`config.mk`:
```
export PLATFORM = sky130hd
export DESIGN_NAME = shift_add_mul
export DESIGN_NICKNAME = d
export VERILOG_FILES = /design/src/rtl/mul_pkg.sv /design/src/rtl/mul_adder.sv /design/src/rtl/mul_ctrl.sv /design/src/rtl/mul_datapath.sv /design/src/rtl/shift_add_mul.sv
export SDC_FILE = /design/constraint.sdc
export NUM_CORES = 1
export LEC_CHECK = 0
export BUFFER_PORTS_ARGS = -buffer_cell sky130_fd_sc_hd__buf_2
export CAP_MARGIN = 20
export CORE_UTILIZATION = 40
export CTS_CLUSTER_DIAMETER = 60
export DETAILED_ROUTE_END_ITERATION = 10
export HOLD_SLACK_MARGIN = 0.05
export PLACE_DENSITY = 0.63
export SLEW_MARGIN = 20
export SYNTH_ARGS = -nofsm -noshare
export SYNTH_HDL_FRONTEND = slang
export SYNTH_HIERARCHICAL = 1
export SYNTH_SLANG_ARGS = --single-unit
```
`constraint.sdc`:
```
create_clock -name clk -period 18.2 [get_ports clk]
set_clock_uncertainty 0.15 [all_clocks]
set_input_delay 0.91 -clock clk [delete_from_list [all_inputs] [get_ports clk]]
set_output_delay 0.91 -clock clk [all_outputs]
set_load 0.02 [all_outputs]
```
`src/rtl/mul_pkg.sv`:
```
// Shared types for the shift-add multiplier.
// Assumes: nothing beyond standard SystemVerilog.
package mul_pkg;
    typedef enum logic {
        PH_IDLE = 1'b0,
        PH_RUN  = 1'b1
    } mul_phase_t;
endpackage

```
`src/rtl/mul_adder.sv`:
```
// Ripple-carry adder of parameterised width with carry output.
// Assumes: operands are unsigned; no carry input is needed.
module mul_adder #(
    parameter int W = 32
) (
    input  logic [W-1:0] a,
    input  logic [W-1:0] b,
    output logic [W-1:0] sum,
    output logic         cout
);
    logic [W:0] c;

    assign c[0] = 1'b0;

    // one full-adder cell per bit position
    for (genvar i = 0; i < W; i++) begin : g_bit
        assign sum[i]  = a[i] ^ b[i] ^ c[i];
        assign c[i+1]  = (a[i] & b[i]) | (c[i] & (a[i] ^ b[i]));
    end

    assign cout = c[W];
endmodule

```
`src/rtl/mul_ctrl.sv`:
```
// Sequencer: accepts a start while idle, runs W steps, then pulses done.
// Assumes: start is synchronous to clk; W is a power of two or any value >= 2.
module mul_ctrl #(
    parameter int W = 32
) (
    input  logic clk,
    input  logic rst_n,
    input  logic start,
    output logic load,
    output logic step,
    output logic busy,
    output logic done
);
    import mul_pkg::*;

    localparam int CW = (W > 1) ? $clog2(W) : 1;
    localparam logic [CW-1:0] LAST = CW'(W - 1);

    mul_phase_t    phase;
    logic [CW-1:0] cnt;

    assign busy = (phase == PH_RUN);
    assign step = busy;
    assign load = start && !busy;

    // phase, step counter and completion pulse
    always_ff @(posedge clk) begin
        if (!rst_n) begin
            phase <= PH_IDLE;
            cnt   <= '0;
            done  <= 1'b0;
        end else begin
            done <= 1'b0;
            case (phase)
                PH_IDLE: begin
                    if (start) begin
                        phase <= PH_RUN;
                        cnt   <= '0;
                    end
                end
                default: begin
                    cnt <= cnt + 1'b1;
                    if (cnt == LAST) begin
                        phase <= PH_IDLE;
                        done  <= 1'b1;
                    end
                end
            endcase
        end
    end


    start_takes_chk: assert property (@(posedge clk) disable iff (!rst_n)
        (start && !busy) |=> (busy && cnt == '0));


    done_single_chk: assert property (@(posedge clk) disable iff (!rst_n)
        done |=> !done);


    done_idle_chk: assert property (@(posedge clk) disable iff (!rst_n)
        done |-> !busy);


    start_ignored_chk: assert property (@(posedge clk) disable iff (!rst_n)
        (busy && cnt != LAST) |=> (busy && cnt == $past(cnt) + 1'b1));


    finish_count_chk: assert property (@(posedge clk) disable iff (!rst_n)
        (busy && cnt == LAST) |=> (done && !busy));
endmodule

```
`src/rtl/mul_datapath.sv`:
```
// Product register with the multiplier in its lower half, plus the multiplicand
// register and one W-bit adder acting on the upper half.
// Assumes: load and step are never high together.
module mul_datapath #(
    parameter int W = 32
) (
    input  logic         clk,
    input  logic         rst_n,
    input  logic         load,
    input  logic         step,
    input  logic [W-1:0] mcand,
    input  logic [W-1:0] mplier,
    output logic [2*W-1:0] prod
);
    localparam int PW = 2 * W;

    logic [W-1:0] mcand_q;
    logic [W-1:0] addend;
    logic [W-1:0] sum;
    logic         carry;

    assign addend = prod[0] ? mcand_q : '0;

    mul_adder #(.W(W)) u_add (
        .a    (prod[PW-1:W]),
        .b    (addend),
        .sum  (sum),
        .cout (carry)
    );

    // capture the multiplicand on an accepted start
    always_ff @(posedge clk) begin
        if (!rst_n) mcand_q <= '0;
        else if (load) mcand_q <= mcand;
    end

    // load the product register, or add-and-shift it one place right
    always_ff @(posedge clk) begin
        if (!rst_n)    prod <= '0;
        else if (load) prod <= {{W{1'b0}}, mplier};
        else if (step) prod <= {carry, sum, prod[W-1:1]};
    end


    prod_hold_chk: assert property (@(posedge clk) disable iff (!rst_n)
        (!load && !step) |=> $stable(prod));


    zero_bit_shift_chk: assert property (@(posedge clk) disable iff (!rst_n)
        (step && !prod[0]) |=> (prod == ($past(prod) >> 1)));


    mcand_keep_chk: assert property (@(posedge clk) disable iff (!rst_n)
        step |=> $stable(mcand_q));
endmodule

```
`src/rtl/shift_add_mul.sv`:
```
// Top of the iterative unsigned multiplier: sequencer plus datapath.
// Assumes: operands are valid in the cycle start is sampled while idle.
module shift_add_mul #(
    parameter int W = 32
) (
    input  logic         clk,
    input  logic         rst_n,
    input  logic         start,
    input  logic [W-1:0] mcand,
    input  logic [W-1:0] mplier,
    output logic         busy,
    output logic         done,
    output logic [W-1:0] hi,
    output logic [W-1:0] lo
);
    logic         load;
    logic         step;
    logic [2*W-1:0] prod;

    mul_ctrl #(.W(W)) u_ctrl (
        .clk   (clk),
        .rst_n (rst_n),
        .start (start),
        .load  (load),
        .step  (step),
        .busy  (busy),
        .done  (done)
    );

    mul_datapath #(.W(W)) u_dp (
        .clk    (clk),
        .rst_n  (rst_n),
        .load   (load),
        .step   (step),
        .mcand  (mcand),
        .mplier (mplier),
        .prod   (prod)
    );

    assign hi = prod[2*W-1:W];
    assign lo = prod[W-1:0];


    reset_quiet_chk: assert property (@(posedge clk)
        !rst_n |=> (!busy && !done && hi == '0 && lo == '0));
endmodule

```
# [Word-level counts from Yosys, hierarchy flattened]
# Index checks and enable logic that the tools add are counted.
[op_classes] addsub=1 multipliers=0 div_mod_pow=0 order_cmp=0 eq_ne=1 shifts=0 n_mux=9 bitwise_logic=158 reduce_logical=6
[op_table] op="$mux W32" n=3
[op_table] op="$and A1 B1 Y1" n=63
[op_table] op="$xor A1 B1 Y1" n=63
[op_table] op="$or A1 B1 Y1" n=31
[op_table] op="$mux W5" n=2
[op_table] op="$add A5 B1 Y5 const B" n=1
[op_table] op="$eq A5 B5 Y1 const B" n=1
[op_table] op="$mux W1" n=4
[op_table] op="$reduce_bool A2 Y1" n=2
[op_table] op="$reduce_and A2 Y1" n=1
[op_table] op="$reduce_or A2 Y1" n=1
[op_table] op="$logic_and A1 B1 Y1" n=1
[op_table] op="$logic_not A1 Y1" n=1
[op_table] op="$not A1 Y1" n=1
[word_totals] register_bits=103 latchBits=0 ram_bits=0 mem_bits_ro=0 inputBits=67 out_inout_bits=66 word_cells=181 n_memories=0

# [Depth between registers and ports, before layout]
[logic_depth] ltp_word=64 mapped_depth=40 ltp_nobuf=39

# [Modules after synthesis]
# Netlist, hierarchy kept.
[modules_own_cells] mod="mul_datapath" n_inst=1 cells_per_inst=384 area_each_um2=4290.4 seq_area_each_um2=1921.8
[modules_own_cells] mod="mul_adder" n_inst=1 cells_per_inst=42 area_each_um2=670.6 seq_area_each_um2=0.0
[modules_own_cells] mod="mul_ctrl" n_inst=1 cells_per_inst=37 area_each_um2=351.6 seq_area_each_um2=140.1

# [Least setup slack after synthesis]
# Ideal clock, no wire load.
[synth_timing] kind="register to register" startpoint="register u_dp.prod[0]" endpoint="register u_dp.prod[62]" setup_time_ns=0.064 t_arrival_ns=12.735 required_ns=17.986 slack_ns=5.251 stages_incl_launch_ff=41 path_buffers=1 synth_period_minus_slack_ns=12.949 path_cell_list="dfxtp_1 clkbuf_1 and2_1 ha_1 fa_1 fa_1 fa_1 fa_1 fa_1 fa_1 fa_1 fa_1 fa_1 fa_1 fa_1 fa_1 fa_1 fa_1 [5 not listed] fa_1 fa_1 fa_1 fa_1 fa_1 fa_1 fa_1 fa_1 fa_1 fa_1 fa_1 fa_1 fa_1 inv_1 fa_1 inv_1 mux2i_1 nor2_1"
[synth_between] elab_chain_cells=63 word_cells_on_any_way=124 cone_classes="mux (1); bitwise (123)"
[synth_rtl] element="start: declaration" line_no="mul_datapath.sv:13" rtl="output logic [2*W-1:0] prod"
[synth_rtl] element="start signal: assignment" line_no="mul_datapath.sv:40" rtl="else if (load) prod <= {{W{1'b0}}, mplier};"
[synth_rtl] element="start signal: assignment" line_no="mul_datapath.sv:41" rtl="else if (step) prod <= {carry, sum, prod[W-1:1]};"
[synth_rtl] element="$mux W32" line_no="mul_datapath.sv:22" rtl="assign addend = prod[0] ? mcand_q : '0;"
[synth_rtl] element="net u_dp.addend[0]" line_no="mul_datapath.sv:18" rtl="logic [W-1:0] addend;"
[synth_rtl] element="$and A1 B1 Y1 (2 in a row)" line_no="mul_adder.sv:18" rtl="assign c[i+1] = (a[i] & b[i]) | (c[i] & (a[i] ^ b[i]));"
[synth_rtl] element="$or A1 B1 Y1" line_no="mul_adder.sv:18"
[synth_rtl] element="$and A1 B1 Y1" line_no="mul_adder.sv:18"
[synth_rtl] element="$or A1 B1 Y1" line_no="mul_adder.sv:18"
[synth_rtl] element="$and A1 B1 Y1" line_no="mul_adder.sv:18"
[synth_rtl] element="$or A1 B1 Y1" line_no="mul_adder.sv:18"
[synth_rtl] element="[48 not listed]"
[synth_rtl] element="$and A1 B1 Y1" line_no="mul_adder.sv:18"
[synth_rtl] element="$or A1 B1 Y1" line_no="mul_adder.sv:18"
[synth_rtl] element="$and A1 B1 Y1" line_no="mul_adder.sv:18"
[synth_rtl] element="$or A1 B1 Y1" line_no="mul_adder.sv:18"
[synth_rtl] element="$and A1 B1 Y1" line_no="mul_adder.sv:18"
[synth_rtl] element="$or A1 B1 Y1" line_no="mul_adder.sv:18"
[synth_rtl] element="$xor A1 B1 Y1" line_no="mul_adder.sv:17" rtl="assign sum[i] = a[i] ^ b[i] ^ c[i];"
[synth_rtl] element="net u_dp.sum[31]" line_no="mul_datapath.sv:19" rtl="logic [W-1:0] sum;"
# The timed path passes the listed nets, and every way through them passes these cells.
# A chain may end at the register's enable or synchronous reset.

# [Worst setup path in the final report]
# Same ends and word-level chain as after synthesis.

==> flow_metrics.env <==
export IMPL_status="completed"
export IMPL_synth_largest_area_cell="dfxtp_1"
export IMPL_core_sq_mm=0.0128
export IMPL_powerDensity_mw_per_mm2=80.1
export IMPL_preCtsSetupSlack_ns=4.74
export IMPL_first_iter_violations=162
export IMPL_yosys_register_bits=103
export IMPL_cts_resized=0
export IMPL_busiest_layer="met2"
export IMPL_cp_required_ns=18.34
export IMPL_critical_path_arrival_ns=13.63
export IMPL_ys_types=31
export IMPL_path_max_fanout=20
export IMPL_yosysSeqAreaShare_pct=38.8
export IMPL_cts_tree="built"
export IMPL_grt_pass1_wl_um=16900
export IMPL_start_util_pct=41.6
export IMPL_clock_fmax_ghz=0.0741
export IMPL_cts_buffers=9
export IMPL_synthFlopType="dfxtp_1"
export IMPL_cts_setup_buffers=0
export IMPL_io_pins=133
export IMPL_clk_path_buf_depth=2
export IMPL_synth_edf_count=0
export IMPL_drc=0
export IMPL_hp_class="reg -> reg"
export IMPL_die_w_um=117
export IMPL_synth_top_cell_area_share_pct=38.8
export IMPL_syn_nets=565
export IMPL_port_buffers=132
export IMPL_p_int_mw=0.371
export IMPL_path_class="reg -> reg"
export IMPL_ir_drop_mv=0.0627
export IMPL_clkSinkCount=103
export IMPL_p_leak_nw=3.22
export IMPL_met3_usage_pct=6.54
export IMPL_wl_um=10700
export IMPL_vias=3605
export IMPL_holdCritStartpoint="u_dp/mcand_q[1]"
export IMPL_slew_viol_final=0
export IMPL_critPathMostFrequentCell="fa_1"
export IMPL_tightest_slew_ns=1.03
export IMPL_routedWlPerCell_um=14.1
export IMPL_num_rows=41
export IMPL_drt_pass1_iter_count=4
export IMPL_p_clk_share_pct=36.5
export IMPL_period_minus_slack_ns=13.50
export IMPL_netlist_instances=463
export IMPL_final_setup_tns_ns=0
export IMPL_report_power_total_mw=0.502
export IMPL_switching_power_mw=0.131
export IMPL_drive_above_1_share_pct=32.3
export IMPL_finish_net_count=679
export IMPL_synthTopCellsByCount="dfxtp_1 (103), mux2i_1 (65), nor2b_1 (37)"
export IMPL_area_delta_synth_final_pct=18.0
export IMPL_syn_area_sq_mm=0.00531
export IMPL_cts_max_level=3
export IMPL_use_met1_pct=20.8
export IMPL_fin_ws_ns=4.70
export IMPL_seqPwrFrac_pct=49.3
export IMPL_setup_viol_count_final=0
export IMPL_finalCritPeriodShare_pct=74.2
export IMPL_clock_latency_ns=0.35
export IMPL_cts_root_buffer="clkbuf_16"
export IMPL_yosys_warnings=6
export IMPL_antenna_found_initial=0
export IMPL_viasPerCell=4.78
export IMPL_combPwrFrac_pct=14.2
export IMPL_swShare_pct=26.1
export IMPL_synthArstFlopShare_pct=0
export IMPL_antenna_left=0
export IMPL_die_y_um=117
export IMPL_fp_dieArea_sq_mm=0.0137
export IMPL_grt_pass1_vias=3448
export IMPL_synth_most_common_cell="dfxtp_1"
export IMPL_ys_top_cells_by_area="dfxtp_1 (39%), mux2i_1 (12%), fa_1 (12%)"
export IMPL_avgSynthCellArea_sq_um=11.5
export IMPL_grt_total_usage_pct=16.1
export IMPL_diodes=0
export IMPL_slowest_delay_ns=0.48
export IMPL_cp_end_kind="flip-flop"
export IMPL_rsz0062_at_grt="false"
export IMPL_max_slew_margin_rel_pct=31.0
export IMPL_grt_overflow=0
export IMPL_grt_use_met2_pct=25.5
export IMPL_hpwl_um=7380
export IMPL_gp_congestion=0.740
export IMPL_slowest_stage="dfxtp_1"
export IMPL_grt_max_degree=86
export IMPL_clk_pin_slew_ns=0.07
export IMPL_crit_start="u_dp/prod[0]"
export IMPL_cp_start_kind="flip-flop"
export IMPL_maxCapViolCount=0
export IMPL_hold_viol_final=0
export IMPL_timing_rr_start="u_dp/prod[0]"
export IMPL_cts_hold_buf=0
## power by group through the flow
stage / clock network, mW / registers, mW / logic [mW]
global route: 0.199 / 0.249 / 0.0782
detailed placement: 0 / 0.253 / 0.0722
CTS: 0.191 / 0.248 / 0.0726
global placement: 0 / 0.253 / 0.0710
floorplan: 0 / 0.256 / 0.0497
finish: 0.183 / 0.247 / 0.0714
## state kept, by name (all words and copies together) (netlist names)
signal	cells
u_ctrl/busy	1
u_ctrl/cnt	5
u_dp/prod	64
u_ctrl/done	1
u_dp/mcand_q	32
## path summary, 6_finish.rpt
kind	to	slack [ns]	depth (start not counted)
hold / removal	u_dp/mcand_q[1]	0.36	2
setup reg to reg	u_dp/prod[62]	4.70	39
setup / recovery	u_dp/prod[62]	4.70	39
hold reg to reg	u_dp/mcand_q[1]	0.36	2
## stage by stage
step	utilization, %	hold WS [ns]	instances	cell area [sq um]
global route	49.1	0.390	754	6270
CTS	49.1	0.363	754	6270
floorplan	-	0.310	463	5310
finish	49.1	0.360	754	6270
global placement	46.9	0.327	738	5990
detailed placement	46.9	0.346	738	5990
## kinds of logic after synthesis
group,Yosys count,share of synthesized area (%)
mux,97,20.8
fa+ha+maj,35,12.6
compound gates,38,6.67
buf+inv,43,5.18
simple gates,147,15.9
flops,103,38.8
## area by class of cell
class	count	area, sq um
fill	1193	6500
multi-input combinational	317	2980
sequential	103	2070
timing repair buffer	136	691
clock buffer	10	239
tap	172	215
clock inverter	6	45.0
inverter	10	37.5
## cell usage in the layout (no fill, tap or decap), drive strengths merged, types with 4 or more instances in the layout
master / instances
o211a: 32
nor2: 34
nor2b: 37
ha: 4
clkbuf: 10
dfxtp: 103
mux2: 32
nand2b: 33
inv: 11
fa: 31
buf: 136
and2: 32
mux2i: 65
## critical path, delay by kind of cell (launching register included)
| family | cells | cell delay [ns] |
|---|---|---|
| fa+ha+maj | 32 | 12.15 |
| flops | 1 | 0.48 |
| buf+inv | 4 | 0.26 |
| simple gates | 2 | 0.33 |
| mux | 1 | 0.06 |
## metal layers
metal / up-vias / routed length, um
met5: - / 0
met4: 0 / 81
met3: 11 / 858
met2: 103 / 4810
met1: 1714 / 4920
li1: 1777 / -
(Power assumes the default switching activity.)
